**config.mk**
```make
export PLATFORM = sky130hd
export DESIGN_NAME = ivt_top
export DESIGN_NICKNAME = d
export VERILOG_FILES = /design/src/rtl/ivt_pkg.sv /design/src/rtl/ivt_stage.sv /design/src/rtl/ivt_src_sel.sv /design/src/rtl/ivt_ival_det.sv /design/src/rtl/ivt_top.sv
export SDC_FILE = /design/constraint.sdc
export NUM_CORES = 1
export LEC_CHECK = 0
export ABC_AREA = 1
export CAP_MARGIN = 20
export CORE_MARGIN = 10
export CORE_UTILIZATION = 49
export CTS_CLUSTER_DIAMETER = 30
export DETAILED_ROUTE_END_ITERATION = 6
export GPL_TIMING_DRIVEN = 0
export MAX_ROUTING_LAYER = met4
export PLACE_DENSITY = 0.82
export RECOVER_POWER = 25
export SYNTH_ARGS = -nofsm -noshare
export SYNTH_HDL_FRONTEND = slang
export SYNTH_SLANG_ARGS = --single-unit
```
**constraint.sdc**
```tcl
create_clock -name clk -period 1.7 [get_ports clk]
set_input_delay 0.51 -clock clk [delete_from_list [all_inputs] [get_ports clk]]
set_output_delay 0.51 -clock clk [all_outputs]
set_load 0.005 [all_outputs]
```
**src/rtl/ivt_pkg.sv**
```systemverilog
package ivt_pkg;
  typedef struct packed {
    logic       src_fast;
    logic       hold;
    logic       cascade;
    logic [1:0] drate;
    logic [2:0] ival;
  } ivt_ctrl_t;

  localparam int CTRL_W = $bits(ivt_ctrl_t);
endpackage

```
**src/rtl/ivt_stage.sv**
```systemverilog
module ivt_stage #(
  parameter int W = 8
) (
  input  logic         clk,
  input  logic         rst_n,
  input  logic         adv,
  output logic [W-1:0] count,
  output logic         wrap
);
  always_ff @(posedge clk) begin
    if (!rst_n)   count <= '0;
    else if (adv) count <= count + 1'b1;
  end

  assign wrap = adv && (&count);
endmodule

```
**src/rtl/ivt_src_sel.sv**
```systemverilog
module ivt_src_sel
  import ivt_pkg::*;
(
  input  ivt_ctrl_t ctrl,
  input  logic      aux_stb,
  input  logic      fast_stb,
  input  logic      s1_wrap,
  output logic      s1_adv,
  output logic      s2_adv
);
  logic frz_both;
  logic s2_src;

  assign frz_both = ctrl.hold && ctrl.cascade;
  assign s1_adv   = aux_stb && !frz_both;

  always_comb begin
    if (ctrl.cascade)       s2_src = s1_wrap;
    else if (ctrl.src_fast) s2_src = fast_stb;
    else                    s2_src = aux_stb;
  end

  assign s2_adv = s2_src && !ctrl.hold;
endmodule

```
**src/rtl/ivt_ival_det.sv**
```systemverilog
module ivt_ival_det #(
  parameter int W = 8,
  localparam int SW = $clog2(W)
) (
  input  logic          adv,
  input  logic [W-1:0]  count,
  input  logic [SW-1:0] sel,
  output logic          evt
);
  logic [W-1:0] mask;

  for (genvar i = 0; i < W; i++) begin : g_mask
    assign mask[i] = (i <= int'(sel));
  end

  // selected bit falls when all bits up to it are ones and the stage advances
  assign evt = adv && (&(count | ~mask));
endmodule

```
**src/rtl/ivt_top.sv**
```systemverilog
module ivt_top
  import ivt_pkg::*;
#(
  parameter int CNT_W = 8,
  localparam int DBASE = CNT_W - 4
) (
  input  logic              clk,
  input  logic              rst_n,
  input  logic              aux_stb,
  input  logic              fast_stb,
  input  logic              ctrl_we,
  input  logic [CTRL_W-1:0] ctrl_wdata,
  input  logic              irq_en_we,
  input  logic              irq_en_wdata,
  input  logic              flag_clr,
  output logic [CTRL_W-1:0] ctrl_q,
  output logic              disp_clk,
  output logic              int_flag,
  output logic              int_req
);
  ivt_ctrl_t        ctrl_r;
  logic             irq_en;
  logic             flag_r;
  logic             s1_adv, s2_adv, s1_wrap, s2_wrap;
  logic [CNT_W-1:0] cnt1, cnt2;
  logic             ival_evt;

  always_ff @(posedge clk) begin
    if (!rst_n)       ctrl_r <= '0;
    else if (ctrl_we) ctrl_r <= ivt_ctrl_t'(ctrl_wdata);
  end

  always_ff @(posedge clk) begin
    if (!rst_n)         irq_en <= 1'b0;
    else if (irq_en_we) irq_en <= irq_en_wdata;
  end

  ivt_src_sel u_sel (
    .ctrl    (ctrl_r),
    .aux_stb (aux_stb),
    .fast_stb(fast_stb),
    .s1_wrap (s1_wrap),
    .s1_adv  (s1_adv),
    .s2_adv  (s2_adv)
  );

  ivt_stage #(.W(CNT_W)) u_s1 (
    .clk  (clk),
    .rst_n(rst_n),
    .adv  (s1_adv),
    .count(cnt1),
    .wrap (s1_wrap)
  );

  ivt_stage #(.W(CNT_W)) u_s2 (
    .clk  (clk),
    .rst_n(rst_n),
    .adv  (s2_adv),
    .count(cnt2),
    .wrap (s2_wrap)
  );

  ivt_ival_det #(.W(CNT_W)) u_det (
    .adv  (s2_adv),
    .count(cnt2),
    .sel  (ctrl_r.ival[$clog2(CNT_W)-1:0]),
    .evt  (ival_evt)
  );

  // event wins over a same-cycle clear
  always_ff @(posedge clk) begin
    if (!rst_n) flag_r <= 1'b0;
    else        flag_r <= ival_evt || (flag_r && !flag_clr);
  end

  assign disp_clk = cnt1[DBASE + int'(ctrl_r.drate)];
  assign ctrl_q   = ctrl_r;
  assign int_flag = flag_r;
  assign int_req  = flag_r && irq_en;
endmodule

```
# Word-level counts from Yosys, hierarchy flattened
# Index checks and enable logic that the tools add are counted.
[totals]
out_inout_bits = 11
register_bits = 26
inputBits = 16
elab_cells = 40
[classes]
add_sub_neg = 3
n_mux = 5
n_reduce_logical = 13
bitwise = 2
n_lt_le_gt_ge = 8
[ops]
columns = ["operator", "n"]
rows = [
  ["$add A8 B1 Y8 const B", 2],
  ["$reduce_and A8 Y1", 2],
  ["$le A3 B3 Y1 const A", 4],
  ["$not A8 Y8", 1],
  ["$or A8 B8 Y8", 1],
  ["$logic_and A1 B1 Y1", 7],
  ["$le A2 B3 Y1 const A", 2],
  ["$add A3 B2 Y4 const A", 1],
  ["$lt A4 B4 Y1 const B", 1],
  ["$mux W1", 4],
  ["$bmux W1 S3", 1],
  ["$le A1 B3 Y1 const A", 1],
  ["$logic_not A1 Y1", 3],
  ["$logic_or A1 B1 Y1", 1],
]

# Depth between registers and ports, before layout
# Gate-level depths: netlist of the first run.
[depth]
word_depth = 8
ltp_mapped = 10
depth_no_buf = 10

# Cells and area by module
# Synthesis of the first run repeated with hierarchy kept, for this count alone.
[hier_totals]
cells_unflattened = 194
area_unflattened_um2 = 1242.4
[modules_own_cells]
columns = ["mod", "n_inst", "cells_each", "seq_area_each_um2", "area_per_inst_um2"]
rows = [
  ["ivt_stage", 2, 50, 160.2, 350.3],
  ["ivt_top", 1, 58, 200.2, 395.4],
  ["ivt_ival_det", 1, 27, 0.0, 107.6],
  ["ivt_src_sel", 1, 9, 0.0, 38.8],
]

# Worst setup path after synthesis of the first run
# No wires, ideal clock.
[synth_path]
path_kind = "flip-flop to flip-flop"
startpoint = "reg u_s1.count[1]"
endpoint = "reg u_s2.count[3]"
period_less_slack_ns = 1.269
required_ns = 1.585
setup_slack_ns = 0.431
n_path_buf = 1
arrival_ns = 1.154
setup_ns = 0.115
stages_incl_launch_ff = 10
path_cell_list = "dfxtp_1 > ha_1 > nand3_1 > nor2_2 > nand2_2 > nand2_2 > buf_6 > nand2_1 > o21ai_2 > nor2_1"
[synth_between]
elab_chain_len = 4
[synth_lines]
columns = ["item", "line_no", "rtl"]
rows = [
  ["from (decl)", "ivt_stage.sv:7", "output logic [W-1:0] count,"],
  ["from (signal assigned)", "ivt_stage.sv:12", "else if (adv) count <= count + 1'b1;"],
  ["$reduce_and A8 Y1", "ivt_stage.sv:15", "assign wrap = adv && (&count);"],
  ["$logic_and A1 B1 Y1", "ivt_stage.sv:15", ""],
  ["$mux W1", "ivt_src_sel.sv:18", "if (ctrl.cascade) s2_src = s1_wrap;"],
  ["$logic_and A1 B1 Y1", "ivt_src_sel.sv:23", "assign s2_adv = s2_src && !ctrl.hold;"],
  ["to (signal assigned)", "ivt_stage.sv:12", ""],
  ["to (decl)", "ivt_stage.sv:7", ""],
]
# No other way between the ends.
# A chain may end at the register's enable or synchronous reset.

==> results of run 1 <==
[stage by stage]
stage	instances	setup TNS [ns]	utilization (%)	area [um2]	setup WS [ns]
2_1_floorplan	169	0	-	1230	0.431
3_3_place_gp	225	-2.88	62.8	1530	-0.249
3_5_place_dp	225	-3.46	62.8	1530	-0.247
4_1_cts	234	0	66.0	1610	0.00561
5_1_grt	235	-0.0167	66.7	1620	-0.0167
6_report	235	0	66.7	1620	0.0815
[Yosys cell counts, types with 3 or more instances]
cell	number	area, um2
sky130_fd_sc_hd__nor3_1	4	20.0
sky130_fd_sc_hd__dfxtp_1	26	521
sky130_fd_sc_hd__a31oi_1	3	18.8
sky130_fd_sc_hd__nor2_1	26	97.6
sky130_fd_sc_hd__a21oi_1	17	85.1
sky130_fd_sc_hd__nand2_2	3	18.8
sky130_fd_sc_hd__inv_1	15	56.3
sky130_fd_sc_hd__nand3_1	5	25.0
sky130_fd_sc_hd__o21ai_0	14	70.1
sky130_fd_sc_hd__nand2_1	30	113
sky130_fd_sc_hd__nand4_1	3	18.8
[worst reg2reg max path, cell delays in order, from the launching register on]
cell and delay (ns):
sky130_fd_sc_hd__dfxtp_1 0.38, sky130_fd_sc_hd__ha_1 0.17, sky130_fd_sc_hd__nand3_1 0.09, sky130_fd_sc_hd__nor2_2 0.14, sky130_fd_sc_hd__nand2_2 0.08, sky130_fd_sc_hd__nand2_2 0.10, sky130_fd_sc_hd__buf_6 0.15, sky130_fd_sc_hd__nand2_1 0.07
sky130_fd_sc_hd__o21ai_2 0.11, sky130_fd_sc_hd__nor2_1 0.04
[metal layers]
layer / GRT usage [%] / up-vias / part of all wire, %
met2: 20.9 / 31 / 51
met3: 2.68 / 4 / 3.9
li1: - / 637 / -
met4: 3.73 / 0 / 0.76
met1: 13.5 / 565 / 44
met5: - / - / 0
[logic make-up (layout without fill, tap and decap cells)]
group,after synthesis,after routing,share of synthesized area [%]
AND/OR/NAND/NOR,79,79,29.5
AO/OA/AOI/OAI,40,40,18.3
flip-flops,26,26,42.4
buffers and inverters,21,57,7.03
adder cells (fa/ha/maj),2,2,2.04
XOR/XNOR,1,1,0.713
[flip-flops by register name, summed over array words and instances, names as in the netlist]
name	count
int_flag	1
irq_en	1
u_s2.count	8
u_s1.count	8
ctrl_q	8
[layout make-up]
class	instances	area (um2)
Multi-Input combinational cell	122	622
Tap cell	30	37.5
Clock buffer	4	36.3
Fill cell	219	810
Sequential cell	26	531
Buffer	3	18.8
Inverter	18	67.6
Timing Repair Buffer	32	310
[power breakdown]
| group | total, W | leakage (nW) | switching [W] | internal, W |
|---|---|---|---|---|
| sequential | 0.000654 | 0.215 | 0.0000191 | 0.000635 |
| combinational | 0.000202 | 0.490 | 0.0000987 | 0.000103 |
| clock | 0.000307 | 0.0210 | 0.000176 | 0.000131 |
| total | 0.00116 | 0.726 | 0.000294 | 0.000869 |
[repair_timing]
item | 4_1_cts | 5_1_grt
setup endpoints to repair | 11 | 8
buffers inserted | 5 | 1
resized for setup | 20 | 7
[final timing paths]
kind	start	to	slack (ns)	cells after the start
max	rst_n	u_s2.count[2]	0.08	4
min	u_s1.count[7]	u_s1.count[7]	0.49	2
max reg2reg	u_s1.count[1]	u_s2.count[3]	0.26	9
min reg2reg	u_s1.count[7]	u_s1.count[7]	0.49	2
==> flow_results.xml, run 1 <==
<?xml version="1.0" encoding="UTF-8"?>
<metrics>
  <group name="outcome">
    <metric name="status" unit="">finished, final reports clean</metric>
  </group>
  <group name="route">
    <metric name="routed_wl" unit="mm">3.02</metric>
    <metric name="final_antenna_net_count" unit="">0</metric>
    <metric name="detailedRoute.firstIterationViolations" unit="">102</metric>
    <metric name="detailroute.via_count" unit="">1237</metric>
    <metric name="drt-vias-per-instance" unit="">5.26</metric>
    <metric name="detail_route.drc_violations" unit="">0</metric>
    <metric name="drt-pass1-iter-count" unit="">4</metric>
    <metric name="wire_per_inst" unit="um">12.8</metric>
  </group>
  <group name="die">
    <metric name="initial_utilization" unit="%">50.5</metric>
    <metric name="die_y" unit="um">70.1</metric>
    <metric name="die_width" unit="um">70.1</metric>
    <metric name="std_cell_rows" unit="">18</metric>
    <metric name="top_level_ports" unit="">27</metric>
    <metric name="die-area" unit="um2">4910</metric>
    <metric name="core-area" unit="um2">2430</metric>
  </group>
  <group name="sta">
    <metric name="setup-violations-final" unit="">0</metric>
    <metric name="hold_violations" unit="">0</metric>
    <metric name="finClkSkew" unit="ns">0.00243</metric>
    <metric name="worstMarginPinSlew" unit="ns">0.431</metric>
    <metric name="timing.final.crit_share" unit="%">95.2</metric>
    <metric name="fmaxAchievable" unit="MHz">618</metric>
    <metric name="finalWorstPathRequiredPeriod" unit="ns">1.62</metric>
    <metric name="finalHoldWorstSlack" unit="ns">0.492</metric>
    <metric name="slew_headroom" unit="%">71.3</metric>
    <metric name="rsz0062_at_grt" unit="">yes</metric>
    <metric name="timing_max_transition_violations_final" unit="">0</metric>
  </group>
  <group name="synthesis">
    <metric name="distinct_cells_synth" unit="">28</metric>
    <metric name="ys_ff_latch" unit="">26</metric>
    <metric name="post_synth_edffs" unit="">0</metric>
    <metric name="async_reset_ff_share" unit="%">0</metric>
    <metric name="syn_area" unit="um2">1230</metric>
    <metric name="postSynthCellCount" unit="">169</metric>
    <metric name="synth_area_per_cell" unit="um2">7.27</metric>
    <metric name="synth.yosys.warnings" unit="">0</metric>
    <metric name="mappedNetlistNets" unit="">187</metric>
    <metric name="seq_total_area_yosys" unit="%">42.4</metric>
    <metric name="synthFlopType" unit="">sky130_fd_sc_hd__dfxtp_1</metric>
  </group>
  <group name="grt">
    <metric name="number_of_antenna_violations_at_the_first_check_in_global_routing" unit="">0</metric>
    <metric name="wire_length_of_the_first_global_routing_pass" unit="mm">5.05</metric>
    <metric name="gr-total-overflow" unit="">0</metric>
    <metric name="all_layer_gr_usage" unit="%">12.1</metric>
    <metric name="grt_pass1_vias" unit="">1167</metric>
    <metric name="grt_max_degree" unit="">15</metric>
  </group>
  <group name="clock_tree">
    <metric name="post_cts_hold_buffer_count" unit="">0</metric>
    <metric name="clock_path_buffers" unit="">2</metric>
    <metric name="cts.sink_count" unit="">26</metric>
    <metric name="cts_tree" unit="">done</metric>
    <metric name="tritoncts.num_buffers" unit="">3</metric>
    <metric name="clkLatencyLatePin" unit="ns">0.31</metric>
    <metric name="cts_root_buffer" unit="">sky130_fd_sc_hd__clkbuf_4</metric>
    <metric name="path_clk_slew" unit="ns">0.13</metric>
    <metric name="htree_num_levels" unit="">1</metric>
  </group>
  <group name="worst_setup_path">
    <metric name="arrival" unit="ns">1.88</metric>
    <metric name="slowest_delay" unit="ns">0.64</metric>
    <metric name="timing.critical_path.to_type" unit="">register</metric>
    <metric name="crit_buf_inv" unit="">2</metric>
    <metric name="crit_path_start_kind" unit="">input port</metric>
    <metric name="timing.critical_path.cells" unit="">clkdlybuf4s50_1 &gt; clkinv_1 &gt; or2_1 &gt; nor2_1</metric>
    <metric name="critical_path.max_fanout" unit="">9</metric>
    <metric name="critical_path_class" unit="">input port to register</metric>
    <metric name="slowest_stage" unit="">sky130_fd_sc_hd__clkdlybuf4s50_1</metric>
    <metric name="crit_family" unit="">buffers and inverters</metric>
    <metric name="crit_required" unit="ns">1.96</metric>
  </group>
  <group name="layout">
    <metric name="syn_to_final_growth" unit="%">32.1</metric>
    <metric name="insertedDiodeCount" unit="">0</metric>
    <metric name="nets" unit="">224</metric>
    <metric name="mostFrequentLayoutCells" unit="">sky130_fd_sc_hd__nand2_1 (30), sky130_fd_sc_hd__nor2_1 (26), sky130_fd_sc_hd__dfxtp_1 (20)</metric>
    <metric name="mostFrequentLayoutCell" unit="">sky130_fd_sc_hd__nand2_1</metric>
    <metric name="fraction_of_layout_cells_with_a_size_suffix_above_1" unit="%">16.1</metric>
  </group>
  <group name="placed_design">
    <metric name="finalWeightedCongestion" unit="">0.841</metric>
    <metric name="port_buffer_cells" unit="">26</metric>
    <metric name="dp.final_hpwl" unit="mm">2.30</metric>
  </group>
  <group name="power_and_ir_drop">
    <metric name="power" unit="W">0.00116</metric>
    <metric name="power.leakage" unit="nW">0.726</metric>
    <metric name="powerDensity" unit="nW/um2">716</metric>
    <metric name="ir_worst_vdd" unit="uV">592</metric>
  </group>
  <group name="min_path">
    <metric name="worst_min_delay_path_category" unit="">register to register</metric>
  </group>
  <group name="job">
    <metric name="cap_viol_max_count" unit="">0</metric>
  </group>
</metrics>
(Power assumes the default switching activity.)
==> run 2, diff against run 1 <==
--- a/config.mk
+++ b/config.mk
@@ -6,14 +6,14 @@
 export NUM_CORES = 1
 export LEC_CHECK = 0
 export ABC_AREA = 1
-export CAP_MARGIN = 20
+export CAP_MARGIN = 15
 export CORE_MARGIN = 10
-export CORE_UTILIZATION = 49
+export CORE_UTILIZATION = 28
 export CTS_CLUSTER_DIAMETER = 30
 export DETAILED_ROUTE_END_ITERATION = 6
 export GPL_TIMING_DRIVEN = 0
 export MAX_ROUTING_LAYER = met4
-export PLACE_DENSITY = 0.82
+export PLACE_DENSITY = 0.53
 export RECOVER_POWER = 25
 export SYNTH_ARGS = -nofsm -noshare
 export SYNTH_HDL_FRONTEND = slang
==> run 2 against run 1 <==
Critical path depth shrank 3. Count of clock-buffer cells in the layout unchanged. Global-route usage fell by 3.6 points. Combinational power decreased by 8%. Hold slack lost 0.025 ns. Critical endpoint is now ctrl_q[1]. Via count down 8.1%. Non-clock buffer count shrank 5. Register-to-register slack better by 0.02 ns. Sequential power increased by 0.9%. Design area up 1.2%. Critical path type is now register to output port.
==> flow_results.xml, run 2 (synthesis results as in run 1) <==
<?xml version="1.0" encoding="UTF-8"?>
<metrics>
  <group name="die">
    <metric name="die-area" unit="um2">7440</metric>
    <metric name="die_width" unit="um">86.2</metric>
    <metric name="initial_utilization" unit="%">28.6</metric>
    <metric name="top_level_ports" unit="">27</metric>
    <metric name="die_y" unit="um">86.2</metric>
    <metric name="core-area" unit="um2">4290</metric>
    <metric name="std_cell_rows" unit="">24</metric>
  </group>
  <group name="sta">
    <metric name="fmaxAchievable" unit="MHz">601</metric>
    <metric name="worstMarginPinSlew" unit="ns">0.494</metric>
    <metric name="rsz0062_at_grt" unit="">no</metric>
    <metric name="finClkSkew" unit="ns">0.00121</metric>
    <metric name="slew_headroom" unit="%">67.1</metric>
    <metric name="setup-violations-final" unit="">0</metric>
    <metric name="hold_violations" unit="">0</metric>
    <metric name="timing_max_transition_violations_final" unit="">0</metric>
    <metric name="finalWorstPathRequiredPeriod" unit="ns">1.66</metric>
    <metric name="summed_negative_setup_slack_over_all_endpoints" unit="ns">0</metric>
    <metric name="timing.final.crit_share" unit="%">97.9</metric>
  </group>
  <group name="clock_tree">
    <metric name="cts.sink_count" unit="">26</metric>
    <metric name="clock_path_buffers" unit="">2</metric>
    <metric name="cts_tree" unit="">done</metric>
    <metric name="clkLatencyLatePin" unit="ns">0.27</metric>
    <metric name="htree_num_levels" unit="">1</metric>
    <metric name="tritoncts.num_buffers" unit="">3</metric>
    <metric name="path_clk_slew" unit="ns">0.09</metric>
    <metric name="cts_root_buffer" unit="">sky130_fd_sc_hd__clkbuf_8</metric>
  </group>
  <group name="layout">
    <metric name="mostFrequentLayoutCells" unit="">sky130_fd_sc_hd__nand2_1 (30), sky130_fd_sc_hd__nor2_1 (26), sky130_fd_sc_hd__clkdlybuf4s50_1 (18)</metric>
    <metric name="finish.cell_count_without_fillers" unit="">252</metric>
    <metric name="fraction_of_layout_cells_with_a_size_suffix_above_1" unit="%">17.0</metric>
    <metric name="insertedDiodeCount" unit="">0</metric>
    <metric name="syn_to_final_growth" unit="%">33.6</metric>
    <metric name="nets" unit="">219</metric>
    <metric name="mostFrequentLayoutCell" unit="">sky130_fd_sc_hd__nand2_1</metric>
  </group>
  <group name="worst_setup_path">
    <metric name="arrival" unit="ns">1.15</metric>
    <metric name="crit_required" unit="ns">1.19</metric>
    <metric name="timing.critical_path.to_type" unit="">output port</metric>
    <metric name="crit_buf_inv" unit="">1</metric>
    <metric name="slowest_stage" unit="">sky130_fd_sc_hd__clkdlybuf4s50_1</metric>
    <metric name="slowest_delay" unit="ns">0.50</metric>
    <metric name="timing.critical_path.cells" unit="">clkdlybuf4s50_1</metric>
    <metric name="crit_family" unit="">buffers and inverters</metric>
    <metric name="critical_path.max_fanout" unit="">5</metric>
    <metric name="critical_path_class" unit="">register to output port</metric>
    <metric name="crit_path_start_kind" unit="">register</metric>
  </group>
  <group name="grt">
    <metric name="wire_length_of_the_first_global_routing_pass" unit="mm">5.10</metric>
    <metric name="all_layer_gr_usage" unit="%">8.53</metric>
    <metric name="number_of_antenna_violations_at_the_first_check_in_global_routing" unit="">0</metric>
    <metric name="grt_pass1_vias" unit="">1078</metric>
    <metric name="gr-total-overflow" unit="">0</metric>
    <metric name="grt_max_degree" unit="">15</metric>
  </group>
  <group name="power_and_ir_drop">
    <metric name="netSwitchingFraction" unit="%">25.1</metric>
    <metric name="power.leakage" unit="nW">0.665</metric>
    <metric name="p_int" unit="W">0.000939</metric>
    <metric name="ir_worst_vdd" unit="uV">255</metric>
    <metric name="seqPwrFrac" unit="%">52.7</metric>
    <metric name="combinationalPowerShare" unit="%">14.8</metric>
    <metric name="clockPowerShare" unit="%">32.5</metric>
    <metric name="netSwitchingPower" unit="W">0.000314</metric>
    <metric name="powerDensity" unit="nW/um2">763</metric>
  </group>
  <group name="placed_design">
    <metric name="dp.final_hpwl" unit="mm">2.30</metric>
    <metric name="finalWeightedCongestion" unit="">0.764</metric>
    <metric name="port_buffer_cells" unit="">26</metric>
    <metric name="numPlacedInstances" unit="">247</metric>
  </group>
  <group name="route">
    <metric name="detail_route.drc_violations" unit="">0</metric>
    <metric name="detailroute.via_count" unit="">1137</metric>
    <metric name="final_antenna_net_count" unit="">0</metric>
    <metric name="detailedRoute.firstIterationViolations" unit="">46</metric>
    <metric name="routed_wl" unit="mm">3.05</metric>
    <metric name="wire_per_inst" unit="um">12.1</metric>
    <metric name="drt-vias-per-instance" unit="">4.51</metric>
    <metric name="drt-pass1-iter-count" unit="">4</metric>
  </group>
  <group name="min_path">
    <metric name="worst_min_delay_path_category" unit="">register to register</metric>
  </group>
  <group name="job">
    <metric name="cap_viol_max_count" unit="">0</metric>
  </group>
  <group name="outcome">
    <metric name="status" unit="">finished, final reports clean</metric>
  </group>
</metrics>
==> run 2: worst paths after layout <==
check / from / to / slack [ns] / cells after the start
hold reg to reg: u_s1.count[7] / u_s1.count[7] / 0.47 / 2
setup / recovery: ctrl_q[1] / ctrl_q[1] / 0.04 / 1
hold / removal: u_s1.count[7] / u_s1.count[7] / 0.47 / 2
setup reg to reg: u_s1.count[1] / u_s2.count[3] / 0.28 / 9
==> run 2: final cells by class <==
type / instances / area (um2)
Buffer: 3 / 18.8
Clock buffer: 4 / 55.1
Fill cell: 472 / 2650
Inverter: 18 / 68.8
Multi-Input combinational cell: 122 / 627
Sequential cell: 26 / 542
Tap cell: 52 / 65.1
Timing Repair Buffer: 27 / 265
==> run 2: power by group through the flow <==
stage	clock network (W)	logic, W	registers [W]
2_1_floorplan	0	0.0000973	0.000668
3_3_place_gp	0	0.000188	0.000674
3_5_place_dp	0	0.000188	0.000673
4_1_cts	0.000421	0.000189	0.000661
5_1_grt	0.000439	0.000208	0.000664
6_report	0.000407	0.000186	0.000660
==> run 2: stage by stage <==
stage | hold slack (ns) | total power, W | cell area, um2 | util (%) | setup WS [ns]
floorplan | 0.437 | 0.000765 | 1230 | - | 0.431
global placement | 0.467 | 0.000861 | 1550 | 36.2 | -0.336
detailed placement | 0.473 | 0.000861 | 1550 | 36.2 | -0.330
CTS | 0.489 | 0.00127 | 1630 | 37.9 | 0.0124
global route | 0.490 | 0.00131 | 1640 | 38.2 | 0.00510
finish | 0.467 | 0.00125 | 1640 | 38.2 | 0.0364
==> run 2: per-layer routing <==
layer	vias up	routed length, um	GRT usage, %
met5	-	0	-
met4	0	59	3.98
met3	5	100	1.97
met2	21	1350	13.2
met1	494	1540	10.3
li1	617	-	-
==> run 2: timing repair <==
item / in CTS / in global routing
gates resized for setup: 18 / 10
buffers inserted: 0 / 1
hold endpoints to repair: 0 / 0
hold buffers: 0 / 0
endpoints found under the setup margin: 11 / 12
==> run 3, diff against run 2 <==
--- a/config.mk
+++ b/config.mk
@@ -6,7 +6,7 @@
 export NUM_CORES = 1
 export LEC_CHECK = 0
 export ABC_AREA = 1
-export CAP_MARGIN = 15
+export CAP_MARGIN = 20
 export CORE_MARGIN = 10
 export CORE_UTILIZATION = 28
 export CTS_CLUSTER_DIAMETER = 30
==> results of run 3 <==
The final DEF is identical to that of run 2; final timing and power are the same.
